[config.mk]
export PLATFORM = sky130hd
export DESIGN_NAME = eprom_burn_seq
export DESIGN_NICKNAME = d
export VERILOG_FILES = /design/src/rtl/eprom_burn_pkg.sv /design/src/rtl/eprom_burn_timer.sv /design/src/rtl/eprom_burn_fsm.sv /design/src/rtl/eprom_burn_seq.sv
export SDC_FILE = /design/constraint.sdc
export NUM_CORES = 1
export LEC_CHECK = 0
export ABC_AREA = 0
export BUFFER_PORTS_ARGS = -buffer_cell sky130_fd_sc_hd__buf_2
export CAP_MARGIN = 20
export CORE_MARGIN = 3
export CORE_UTILIZATION = 50
export DETAILED_ROUTE_END_ITERATION = 12
export PLACE_DENSITY_LB_ADDON = 0.25
export SLEW_MARGIN = 20
export SYNTH_ARGS = -nofsm -noshare
export SYNTH_HDL_FRONTEND = slang
export SYNTH_HIERARCHICAL = 1
export SYNTH_SLANG_ARGS = --single-unit
[constraint.sdc]
create_clock -name clk -period 9.3 [get_ports clk]
set_clock_uncertainty 0.2 [all_clocks]
set_input_delay 2.325 -clock clk [delete_from_list [all_inputs] [get_ports clk]]
set_output_delay 2.325 -clock clk [all_outputs]
set_load 0.01 [all_outputs]
[src/rtl/eprom_burn_pkg.sv]
package eprom_burn_pkg;

    typedef enum logic [3:0] {
        ST_IDLE,
        ST_FETCH,
        ST_SETUP,
        ST_PULSE,
        ST_HOLD,
        ST_GAP,
        ST_READ,
        ST_RELEASE,
        ST_DONE,
        ST_FAIL
    } step_t;

    // The encoding is visible on vcc_sel, so the values are fixed.
    typedef enum logic [1:0] {
        SUP_READ   = 2'd0,
        SUP_PROG   = 2'd1,
        SUP_CHK_HI = 2'd2,
        SUP_CHK_LO = 2'd3
    } supply_t;

endpackage

[src/rtl/eprom_burn_timer.sv]
module eprom_burn_timer #(
    parameter int CW = 13
) (
    input  logic          clk,
    input  logic          rst_n,
    input  logic          restart,
    input  logic [CW-1:0] limit,
    output logic          expired
);
    logic [CW-1:0] cnt_d, cnt_q;

    always_comb begin
        cnt_d = restart ? '0 : cnt_q + 1'b1;
    end

    always_ff @(posedge clk or negedge rst_n) begin
        if (!rst_n) cnt_q <= '0;
        else        cnt_q <= cnt_d;
    end

    // The count restarts on entry to a state, so the state lasts `limit` cycles.
    assign expired = (cnt_q == limit - 1'b1);

endmodule

[src/rtl/eprom_burn_fsm.sv]
module eprom_burn_fsm
    import eprom_burn_pkg::*;
#(
    parameter int ADDR_W    = 18,
    parameter int CW        = 13,
    parameter int TRY_W     = 5,
    parameter int MAX_TRIES = 25,
    parameter int PULSE_CYC = 5000,
    parameter int SETUP_CYC = 100,
    parameter int READ_CYC  = 8
) (
    input  logic              clk,
    input  logic              rst_n,
    input  logic              start,
    input  logic              in_valid,
    input  logic [7:0]        in_data,
    input  logic [7:0]        rom_din,
    input  logic              expired,
    output logic              restart,
    output logic [CW-1:0]     limit,
    output logic              in_ready,
    output logic [ADDR_W-1:0] rom_addr,
    output logic [7:0]        rom_dout,
    output logic              rom_dout_en,
    output logic              rom_ce_n,
    output logic              rom_oe_n,
    output logic              rom_pgm_n,
    output logic              vpp_req,
    output logic [1:0]        vcc_sel,
    output logic              done,
    output logic              fail
);
    localparam logic [ADDR_W-1:0] LAST_ADDR = '1;
    localparam logic [TRY_W-1:0]  LAST_TRY  = TRY_W'(MAX_TRIES - 1);

    typedef struct packed {
        step_t             st;
        supply_t           ph;
        logic [ADDR_W-1:0] addr;
        logic [7:0]        img;
        logic [TRY_W-1:0]  tries;
        logic              again;
        logic              done;
        logic              fail;
    } ctx_t;

    localparam ctx_t CTX_RST = '{st: ST_IDLE, ph: SUP_PROG, addr: '0, img: '0,
                                 tries: '0, again: 1'b0, done: 1'b0, fail: 1'b0};

    ctx_t d, q;
    logic active;

    always_comb begin
        d = q;
        unique case (q.st)
            ST_IDLE, ST_DONE, ST_FAIL: begin
                if (start) begin
                    d.st   = ST_FETCH;
                    d.ph   = SUP_PROG;
                    d.addr = '0;
                    d.done = 1'b0;
                    d.fail = 1'b0;
                end
            end
            ST_FETCH: begin
                if (in_valid) begin
                    d.img   = in_data;
                    d.tries = '0;
                    d.st    = (q.ph == SUP_PROG) ? ST_SETUP : ST_GAP;
                end
            end
            ST_SETUP:   if (expired) d.st = ST_PULSE;
            ST_PULSE:   if (expired) d.st = ST_HOLD;
            ST_HOLD:    if (expired) d.st = ST_GAP;
            ST_GAP:     if (expired) d.st = ST_READ;
            ST_READ: begin
                if (expired) begin
                    if (rom_din == q.img) begin
                        d.again = 1'b0;
                        d.st    = ST_RELEASE;
                    end else if (q.ph != SUP_PROG || q.tries == LAST_TRY) begin
                        d.fail = 1'b1;
                        d.st   = ST_FAIL;
                    end else begin
                        d.tries = q.tries + 1'b1;
                        d.again = 1'b1;
                        d.st    = ST_RELEASE;
                    end
                end
            end
            ST_RELEASE: begin
                if (expired) begin
                    if (q.again) begin
                        d.st = ST_SETUP;
                    end else if (q.addr != LAST_ADDR) begin
                        d.addr = q.addr + 1'b1;
                        d.st   = ST_FETCH;
                    end else if (q.ph == SUP_CHK_LO) begin
                        d.done = 1'b1;
                        d.st   = ST_DONE;
                    end else begin
                        d.ph   = (q.ph == SUP_PROG) ? SUP_CHK_HI : SUP_CHK_LO;
                        d.addr = '0;
                        d.st   = ST_FETCH;
                    end
                end
            end
            default: d = CTX_RST;
        endcase
    end

    always_ff @(posedge clk or negedge rst_n) begin
        if (!rst_n) q <= CTX_RST;
        else        q <= d;
    end

    always_comb begin
        unique case (q.st)
            ST_PULSE: limit = CW'(PULSE_CYC);
            ST_READ:  limit = CW'(READ_CYC);
            default:  limit = CW'(SETUP_CYC);
        endcase
    end

    assign restart     = (d.st != q.st);
    assign active      = !(q.st inside {ST_IDLE, ST_DONE, ST_FAIL});
    assign in_ready    = (q.st == ST_FETCH);
    assign rom_addr    = q.addr;
    assign rom_dout    = q.img;
    assign rom_dout_en = (q.st inside {ST_SETUP, ST_PULSE, ST_HOLD});
    assign rom_ce_n    = !active;
    assign rom_oe_n    = (q.st != ST_READ);
    assign rom_pgm_n   = (q.st != ST_PULSE);
    assign vpp_req     = active;
    assign vcc_sel     = active ? q.ph : SUP_READ;
    assign done        = q.done;
    assign fail        = q.fail;

endmodule

[src/rtl/eprom_burn_seq.sv]
module eprom_burn_seq #(
    parameter int ADDR_W     = 18,
    parameter int CYC_PER_US = 50,
    parameter int PULSE_US   = 100,
    parameter int SETUP_US   = 2,
    parameter int READ_CYC   = 8,
    parameter int MAX_TRIES  = 25
) (
    input  logic              clk,
    input  logic              rst_n,
    input  logic              start,
    input  logic              in_valid,
    input  logic [7:0]        in_data,
    output logic              in_ready,
    output logic [ADDR_W-1:0] rom_addr,
    output logic [7:0]        rom_dout,
    output logic              rom_dout_en,
    input  logic [7:0]        rom_din,
    output logic              rom_ce_n,
    output logic              rom_oe_n,
    output logic              rom_pgm_n,
    output logic              vpp_req,
    output logic [1:0]        vcc_sel,
    output logic              done,
    output logic              fail,
    output logic [ADDR_W-1:0] fail_addr
);
    localparam int PULSE_CYC = PULSE_US * CYC_PER_US;
    localparam int SETUP_CYC = SETUP_US * CYC_PER_US;
    localparam int CW        = $clog2(PULSE_CYC + 1);
    localparam int TRY_W     = $clog2(MAX_TRIES + 1);

    logic          restart;
    logic          expired;
    logic [CW-1:0] limit;

    eprom_burn_timer #(.CW(CW)) u_timer (
        .clk     (clk),
        .rst_n   (rst_n),
        .restart (restart),
        .limit   (limit),
        .expired (expired)
    );

    eprom_burn_fsm #(
        .ADDR_W    (ADDR_W),
        .CW        (CW),
        .TRY_W     (TRY_W),
        .MAX_TRIES (MAX_TRIES),
        .PULSE_CYC (PULSE_CYC),
        .SETUP_CYC (SETUP_CYC),
        .READ_CYC  (READ_CYC)
    ) u_fsm (
        .clk         (clk),
        .rst_n       (rst_n),
        .start       (start),
        .in_valid    (in_valid),
        .in_data     (in_data),
        .rom_din     (rom_din),
        .expired     (expired),
        .restart     (restart),
        .limit       (limit),
        .in_ready    (in_ready),
        .rom_addr    (rom_addr),
        .rom_dout    (rom_dout),
        .rom_dout_en (rom_dout_en),
        .rom_ce_n    (rom_ce_n),
        .rom_oe_n    (rom_oe_n),
        .rom_pgm_n   (rom_pgm_n),
        .vpp_req     (vpp_req),
        .vcc_sel     (vcc_sel),
        .done        (done),
        .fail        (fail)
    );

    assign fail_addr = fail ? rom_addr : '0;

endmodule

==> impl_metrics.json, run 1 <==
{
  "status": "complete, no violations",
  "worst_pin_slew_ps": 993,
  "power_leakage_nw": 1.95,
  "row_count": 32,
  "yosys-top-cells-count": "nand2_1 (53), dfrtp_1 (52), buf_4 (37)",
  "cts_tree": "built",
  "areaGrowthSynthToFinish_pct": 6.59,
  "diodes": 0,
  "drive_gt1_share_pct": 21.8,
  "ys_seq_area_share_pct": 32.5,
  "fin_nets": 560,
  "drv_slew": 0,
  "viasPerCell": 5.79,
  "startpoint_type": "flop",
  "ctsHtreeMaxLevel": 2,
  "relSlewSlack_pct": 33.5,
  "regArea_mm2": 0.00133,
  "synth_top_family_by_area": "simple AND/OR/NAND/NOR gates",
  "setup_violations": 0,
  "drc": 0,
  "synthFlopType": "dfrtp_1",
  "maxCapViolCount": 0,
  "synthesis.area_per_instance_um2": 8.16,
  "synthXorXnorAreaFrac_pct": 6.65,
  "yosysMostFrequentCell": "nand2_1",
  "multi_input_area_mm2": 0.00235,
  "period_share_pct": 63.8,
  "comb_power_share_pct": 35.5,
  "min_period_ps": 5930,
  "p_int_uw": 451,
  "pwr-share-clk_pct": 17.8,
  "grt_max_degree": 54,
  "hold-worst-slack_ps": 320,
  "dr.first_iter.drc_count": 171,
  "cts.repair.resized": 0,
  "cellPowerDensity_mw_per_mm2": 175,
  "ys.warnings.count": 6,
  "synth-compound-area-share_pct": 18.2,
  "gp_congestion": 0.827,
  "synth_fa_ha_area_share_pct": 1.53,
  "p_switching_uw": 309,
  "max_freq_ghz": 0.169,
  "dpl.hpwl_um": 7010,
  "crit_arrival_ps": 5890,
  "wl_um": 9530,
  "root_buffer": "clkbuf_8",
  "synthArstFlopShare_pct": 100,
  "die_w_um": 96.4,
  "required_ps": 9260,
  "portBuffers": 73,
  "n_fill_cell": 737,
  "netlist_area_mm2": 0.00408,
  "cts_setup_buffers": 0,
  "peakVddDrop_v": 0.000107,
  "grt.total_usage_pct": 20.7,
  "wl_per_cell_um": 14.9,
  "p_seq_share_pct": 46.7,
  "end_kind": "flop",
  "antenna_found_initial": 0,
  "synth_enable_flop_cells": 0,
  "grt_pass1_wl_um": 15500,
  "finalHoldViolCount": 0,
  "core_mm2": 0.00781,
  "cts_buffers": 5,
  "synth_top_cell_area_share_pct": 31.9,
  "dieArea_mm2": 0.00928,
  "synth_top_area_cell": "dfrtp_1",
  "grt_pass1_vias": 3271,
  "rsz0062_at_grt": "false",
  "post_synth_main_area_contributors": "dfrtp_1 (32%), buf_4 (6.8%), nand2_1 (4.9%)",
  "synthDistinctLibCells": 65,
  "synthCells": 500,
  "fin_tns_setup_ps": 0,
  "initial_utilization_pct": 52.3,
  "drtPass1Iterations": 5,
  "yosys_register_bits": 53,
  "synth_mux_area_share_pct": 2.02,
  "vias": 3692,
  "io_pins": 74,
  "ant_nets": 0,
  "die-height_um": 96.4,
  "clk_latency_ps": 310,
  "cts.path.max_buffers": 2,
  "grt_overflow_total": 0,
  "swShare_pct": 40.6,
  "fin_total_pwr_uw": 760,
  "synthSimpleGateAreaFrac_pct": 28.6,
  "crit_type": "reg2reg",
  "hp-class": "reg2reg",
  "cts.sinks": 53,
  "worst-path-max-fanout": 21,
  "clkTransAtPathRegs_ps": 100,
  "cts_hold_buf": 0
}
per-stage QoR:
| step | worst slack, ps | instance area, um2 | util, % | cells |
|---|---|---|---|---|
| 5_1_grt | 2860 | 4350 | 55.7 | 638 |
| 6_report | 3370 | 4350 | 55.7 | 638 |
| 3_3_place_gp | 3720 | 4260 | 54.6 | 630 |
| 2_1_floorplan | 3970 | 4100 | - | 504 |
| 3_5_place_dp | 3510 | 4260 | 54.6 | 630 |
| 4_1_cts | 3470 | 4350 | 55.7 | 638 |
path summary, 6_finish.rpt:
path | from | slack (ps) | to | depth (start not counted)
max reg2reg | u_fsm/q[38]$_DFF_PN0_ | 3370 | u_timer/cnt_q[11]$_DFF_PN0_ | 16
max in group asynchronous | rst_n | 6520 | u_timer/cnt_q[6]$_DFF_PN0_ | 2
min reg2reg | u_timer/cnt_q[0]$_DFF_PN0_ | 320 | u_timer/cnt_q[0]$_DFF_PN0_ | 1
min | u_timer/cnt_q[0]$_DFF_PN0_ | 320 | u_timer/cnt_q[0]$_DFF_PN0_ | 1
min in group asynchronous | rst_n | 1920 | u_fsm/rom_addr[16]$_DFFE_PN0P_ | 2
max | u_fsm/q[38]$_DFF_PN0_ | 3370 | u_timer/cnt_q[11]$_DFF_PN0_ | 16
cells in the final DEF, fill, tap and decap left out, drive strengths merged, types with 3 or more instances in the layout:
| master | n |
|---|---|
| and2 | 22 |
| nor2b | 5 |
| a31o | 5 |
| or4 | 4 |
| xor2 | 15 |
| a21oi | 27 |
| nor4 | 9 |
| o21a | 4 |
| conb | 5 |
| nor3 | 15 |
| and3 | 7 |
| o22ai | 5 |
| inv | 20 |
| ha | 5 |
| xnor2 | 16 |
| o21ai | 28 |
| nand2 | 53 |
| nand2b | 9 |
| buf | 76 |
| nor2 | 35 |
| a311oi | 3 |
| nand3 | 32 |
| nand4 | 6 |
| dfrtp | 52 |
| mux2i | 6 |
| o41ai | 5 |
| a31oi | 8 |
| or3 | 12 |
| a41oi | 3 |
| clkbuf | 5 |
layout make-up:
class                      count  share of cell area, %
clock buffer                   5                   1.58
clock inverter                 3                  0.489
inverter                      19                   1.64
multi-input combinational    380                   53.9
sequential                    53                   30.5
tap                          102                   2.93
timing repair buffer          76                   8.92
cell families (layout without fill, tap and decap cells):
logic type / count (synthesis) / after routing
fa+ha+maj: 5 / 5
simple gates: 219 / 219
flops: 53 / 53
buf+inv: 71 / 103
other cells: 1 / 5
mux: 8 / 8
compound gates: 112 / 112
xor+xnor: 31 / 31
sequential cells by signal, summed over array words and instances, names as in the netlist:
name / flops
u_fsm/done: 1
u_fsm/q: 12
u_fsm/fail: 1
u_timer/cnt_q: 13
u_fsm/rom_addr: 18
u_fsm/rom_dout: 8
critical path: stages (launching register included):
cell	delay (ps)
dfrtp_1	710
nor2b_1	340
and3_1	300
inv_1	130
nand2_1	230
inv_1	250
or4_4	570
or4_1	510
o21ai_1	150
o21ai_0	120
nor4b_2	270
buf_4	220
inv_1	120
a21oi_1	550
a22oi_1	160
o211ai_1	820
nor2_1	120
metal layers:
| layer | GRT usage (%) | routed length (um) | vias up |
|---|---|---|---|
| li1 | - | - | 1817 |
| met1 | 28.3 | 4400 | 1751 |
| met2 | 34.6 | 4580 | 112 |
| met3 | 2.89 | 408 | 12 |
| met4 | 5.14 | 133 | 0 |
| met5 | 0 | 0 | - |
power by group through the flow:
stage                     Sequential [mW]  Combinational [mW]  Clock [mW]
after detailed placement            0.359               0.268           0
after global routing                0.366               0.303       0.152
after global placement              0.356               0.261           0
final                               0.355               0.270       0.135
after floorplan                     0.324               0.253           0
after CTS                           0.354               0.270       0.141
No activity file was read; power rests on OpenSTA's default activity.
==> run 2, diff against run 1 <==
==> constraint.sdc (replaced) <==
create_clock -name clk -period 5.35 [get_ports clk]
set_clock_uncertainty 0.2 [all_clocks]
set_input_delay 1.3375 -clock clk [delete_from_list [all_inputs] [get_ports clk]]
set_output_delay 1.3375 -clock clk [all_outputs]
set_load 0.01 [all_outputs]
==> impl_metrics.json, run 2 (synthesized netlist as in run 1, its figures left out) <==
{
  "dpl.hpwl_um": 7070,
  "placedInstanceArea_mm2": 0.00430,
  "cts.path.max_buffers": 2,
  "largest_reg_flops": 18,
  "drc": 0,
  "status": "complete, no violations",
  "crit_arrival_ps": 5060,
  "max_freq_ghz": 0.199,
  "drv_slew": 0,
  "peakVddDrop_v": 0.000143,
  "dieArea_mm2": 0.00928,
  "row_count": 32,
  "whs_path_depth": 1,
  "portBuffers": 73,
  "initial_utilization_pct": 52.3,
  "clk_latency_ps": 310,
  "die-height_um": 96.4,
  "grt_pass1_wl_um": 16000,
  "maxCapViolCount": 0,
  "wl_um": 9670,
  "die_w_um": 96.4,
  "relSlewSlack_pct": 42.0,
  "areaGrowthSynthToFinish_pct": 7.91,
  "period_share_pct": 93.8,
  "power_leakage_nw": 1.98,
  "final_cell_mix": "buf_2 (73), nand2_1 (53), dfrtp_1 (52), nor2_1 (35), nand3_1 (32)",
  "cts.sinks": 53,
  "root_buffer": "clkbuf_8",
  "io_pins": 74,
  "antenna_found_initial": 0,
  "setup_violations": 0,
  "drtPass1Iterations": 5,
  "finalHoldViolCount": 0,
  "n_fill_cell": 734,
  "cellPowerDensity_mw_per_mm2": 300,
  "grt.total_usage_pct": 21.5,
  "ctsHtreeMaxLevel": 2,
  "fin_nets": 566,
  "core_mm2": 0.00781,
  "gp_congestion": 0.939,
  "required_ps": 5390,
  "cts_tree": "built",
  "diodes": 0,
  "viasPerCell": 5.73,
  "worst_pin_slew_ps": 868,
  "vias": 3688,
  "cts_buffers": 5,
  "grt_max_degree": 54,
  "rsz0062_at_grt": "false",
  "wl_per_cell_um": 15.0,
  "hp-class": "reg2reg",
  "end_kind": "flop",
  "clkTransAtPathRegs_ps": 100,
  "min_period_ps": 5020,
  "drive_gt1_share_pct": 22.5,
  "fin_tns_setup_ps": 0,
  "grt_overflow_total": 0,
  "r2r_cells": 15,
  "dr.first_iter.drc_count": 218,
  "startpoint_type": "flop",
  "final_util_pct": 56.4,
  "ant_nets": 0,
  "worst-path-max-fanout": 14,
  "grt_pass1_vias": 3339,
  "hold-worst-slack_ps": 336,
  "cts_setup_buffers": 0,
  "mostFrequentLayoutCell": "buf_2",
  "fin_total_pwr_mw": 1.32,
  "finish.instance_area_mm2": 0.00440,
  "crit_type": "reg2reg"
}
-- run 2: metal layers --
metal | GRT usage [%] | part of all wire (%)
met4 | 5.72 | 1.2
met5 | 0 | 0
met3 | 3.28 | 4.5
met1 | 30.1 | 46
met2 | 34.5 | 48
-- run 2: worst paths after layout --
check                                      startpoint                              to  slack [ps]
setup reg to reg                u_fsm/q[36]$_DFF_PN0_  u_fsm/rom_addr[10]$_DFFE_PN0P_         330
hold / removal             u_timer/cnt_q[0]$_DFF_PN0_      u_timer/cnt_q[0]$_DFF_PN0_         340
min in group asynchronous                       rst_n  u_fsm/rom_addr[13]$_DFFE_PN0P_         920
max in group asynchronous                       rst_n          u_fsm/fail$_DFFE_PN0P_        3530
hold reg to reg            u_timer/cnt_q[0]$_DFF_PN0_      u_timer/cnt_q[0]$_DFF_PN0_         340
setup / recovery                u_fsm/q[36]$_DFF_PN0_  u_fsm/rom_addr[10]$_DFFE_PN0P_         330
-- run 2: through the flow --
stage | std cells | worst slack [ps]
6_report | 644 | 329
5_1_grt | 644 | 55.7
4_1_cts | 643 | 209
3_5_place_dp | 635 | 237
3_3_place_gp | 635 | 436
2_1_floorplan | 504 | 23.4
-- run 2: layout make-up --
| cell class | instances | area [um2] | area share, % |
|---|---|---|---|
| Inverter | 19 | 71.3 | 1.62 |
| Clock buffer | 6 | 72.6 | 1.65 |
| Sequential cell | 53 | 1330 | 30.1 |
| Multi-Input combinational cell | 380 | 2360 | 53.6 |
| Tap cell | 102 | 128 | 2.90 |
| Clock inverter | 2 | 10.0 | 0.227 |
| Timing Repair Buffer | 82 | 433 | 9.83 |
-- run 2: what timing repair did --
action	in CTS	in global routing
endpoints found under the setup margin	0	11
resized for setup	0	2
hold buffers	0	0
-- run 2: worst max-delay path, cell delays in order, from the launching register on --
cell	delay [ps]
dfrtp_1	530
nor2b_1	320
and3_1	300
inv_1	120
nand2_1	230
inv_1	100
or4_4	510
or4_1	510
o21ai_1	120
o21ai_0	150
nor4b_4	380
nand2b_1	230
or3_1	410
a21oi_4	270
or3b_2	480
nand3_1	100
-- run 2: power by group --
part	leakage [nW]	switching [mW]	internal [mW]	total, mW
clock network	0.0450	0.133	0.0912	0.225
logic	1.24	0.277	0.210	0.487
registers	0.698	0.122	0.487	0.609
==> run 3, diff against run 2 <==
--- a/config.mk
+++ b/config.mk
@@ -11,7 +11,7 @@
 export CORE_MARGIN = 3
 export CORE_UTILIZATION = 50
 export DETAILED_ROUTE_END_ITERATION = 12
-export PLACE_DENSITY_LB_ADDON = 0.25
+export PLACE_DENSITY = 0.76
 export SLEW_MARGIN = 20
 export SYNTH_ARGS = -nofsm -noshare
 export SYNTH_HDL_FRONTEND = slang
==> impl_metrics.json, run 3 (synthesized netlist as in run 1, its figures left out) <==
{
  "status": "complete, no violations",
  "wl_um": 9610,
  "dr.first_iter.drc_count": 191,
  "fin_tns_setup_ps": 0,
  "max_freq_ghz": 0.203,
  "maxCapViolCount": 0,
  "comb_power_share_pct": 36.5,
  "cts.path.max_buffers": 2,
  "grt_overflow_total": 0,
  "vias": 3716,
  "swShare_pct": 39.7,
  "row_count": 32,
  "drive_gt1_share_pct": 22.9,
  "regArea_mm2": 0.00133,
  "root_buffer": "clkbuf_8",
  "clkTransAtPathRegs_ps": 100,
  "viasPerCell": 5.77,
  "min_period_ps": 4920,
  "largest_reg_flops": 18,
  "busiest_layer": "met2",
  "fin_nets": 566,
  "initial_utilization_pct": 52.3,
  "cts_tree": "built",
  "multi_input_area_mm2": 0.00236,
  "crit_arrival_ps": 4960,
  "end_kind": "flop",
  "io_pins": 74,
  "p_int_uw": 803,
  "diodes": 0,
  "clk_latency_ps": 300,
  "portBuffers": 73,
  "cellPowerDensity_mw_per_mm2": 302,
  "startpoint_type": "flop",
  "ctsHtreeMaxLevel": 2,
  "antenna_found_initial": 1,
  "final_cell_mix": "buf_2 (73), nand2_1 (53), dfrtp_1 (52), nor2_1 (35), nand3_1 (32)",
  "gp_congestion": 0.932,
  "worst_pin_slew_ps": 826,
  "wl_per_cell_um": 14.9,
  "final_util_pct": 56.5,
  "setup_violations": 0,
  "required_ps": 5390,
  "crit_type": "reg2reg",
  "cts.sinks": 53,
  "dpl.hpwl_um": 7040,
  "p_seq_share_pct": 45.7,
  "gr-usage-met3_pct": 3.05,
  "grt_pass1_vias": 3381,
  "drtPass1Iterations": 4,
  "grt_pass1_wl_um": 16100,
  "cts_buffers": 5,
  "grt.total_usage_pct": 21.6,
  "peakVddDrop_v": 0.000169,
  "ant_nets": 0,
  "die_w_um": 96.4,
  "hp-class": "reg2reg",
  "drv_slew": 0,
  "pwr-share-clk_pct": 17.8,
  "dieArea_mm2": 0.00928,
  "drc": 0,
  "p_switching_uw": 529,
  "relSlewSlack_pct": 44.7,
  "rsz0062_at_grt": "false",
  "met1_usage_pct": 29.8,
  "die-height_um": 96.4,
  "n_fill_cell": 728,
  "mostFrequentLayoutCell": "buf_2",
  "globalRouteMet2Util_pct": 35.1,
  "core_mm2": 0.00781,
  "period_share_pct": 91.9,
  "grt_max_degree": 54,
  "cts_hold_buf": 0,
  "finalHoldViolCount": 0,
  "power_leakage_nw": 1.99,
  "areaGrowthSynthToFinish_pct": 8.09,
  "worst-path-max-fanout": 14
}
==> run 3: changes by cell type in the layout (fill, tap and decap cells not counted), sizes merged <==
| cell | change |
|---|---|
| buf | +1 |
| clkbuf | -1 |
==> run 3: per-layer routing <==
metal	wire length [um]	part of all wire, %
met4	133	1.4
met2	4700	49
met3	519	5.4
met5	13	0.14
met1	4250	44
==> run 3: final cells by class <==
cell class / count / area share (%)
multi-input cells: 380 / 53.4
flip-flops and latches: 53 / 30.1
repair buffers: 82 / 9.81
well taps: 102 / 2.89
clock buffers: 6 / 1.87
inverters: 19 / 1.62
clock inverters: 2 / 0.312
==> run 3: worst max-delay path, stage by stage (launching register included) <==
cell and delay, ps:
dfrtp_1 550, nor2b_2 260, and3_1 290, inv_1 120
nand2_1 240, inv_1 110, or4_4 510, or4_1 530
o22ai_1 180, o22ai_1 100, nor4b_2 270, nand2b_1 220
or3_1 400, a21oi_4 310, or3b_2 490, nand3_1 90
==> run 3: worst paths after layout <==
path	from	end	slack, ps	depth (start not counted)
setup / recovery	u_fsm/q[36]$_DFF_PN0_	u_fsm/rom_addr[10]$_DFFE_PN0P_	430	15
hold / removal	u_timer/cnt_q[0]$_DFF_PN0_	u_timer/cnt_q[0]$_DFF_PN0_	320	1
setup reg to reg	u_fsm/q[36]$_DFF_PN0_	u_fsm/rom_addr[10]$_DFFE_PN0P_	430	15
hold reg to reg	u_timer/cnt_q[0]$_DFF_PN0_	u_timer/cnt_q[0]$_DFF_PN0_	320	1
max in group asynchronous	rst_n	u_fsm/q[2]$_DFFE_PN0P_	3530	2
min in group asynchronous	rst_n	u_fsm/rom_addr[16]$_DFFE_PN0P_	940	2
==> run 3: repair_timing <==
action,in CTS,in global routing
endpoints found under the setup margin,0,14
resized for setup,0,2
buffers inserted,0,1
==> run 3: power by group through the flow <==
stage               Combinational, mW  Sequential, mW  Clock (mW)
floorplan                       0.440           0.563           0
global route                    0.548           0.625       0.261
finish                          0.486           0.609       0.237
detailed placement              0.482           0.614           0
global placement                0.468           0.610           0
CTS                             0.484           0.606       0.249
==> run 3: per-stage QoR <==
step	power [mW]	cell area [um2]	std cells	worst slack (ps)	hold WS, ps
after detailed placement	1.10	4300	635	281	300
after CTS	1.34	4390	643	256	314
final	1.33	4410	644	435	316
after global placement	1.08	4300	635	466	288
after floorplan	1.00	4100	504	23.4	273
after global routing	1.43	4410	644	98.1	342
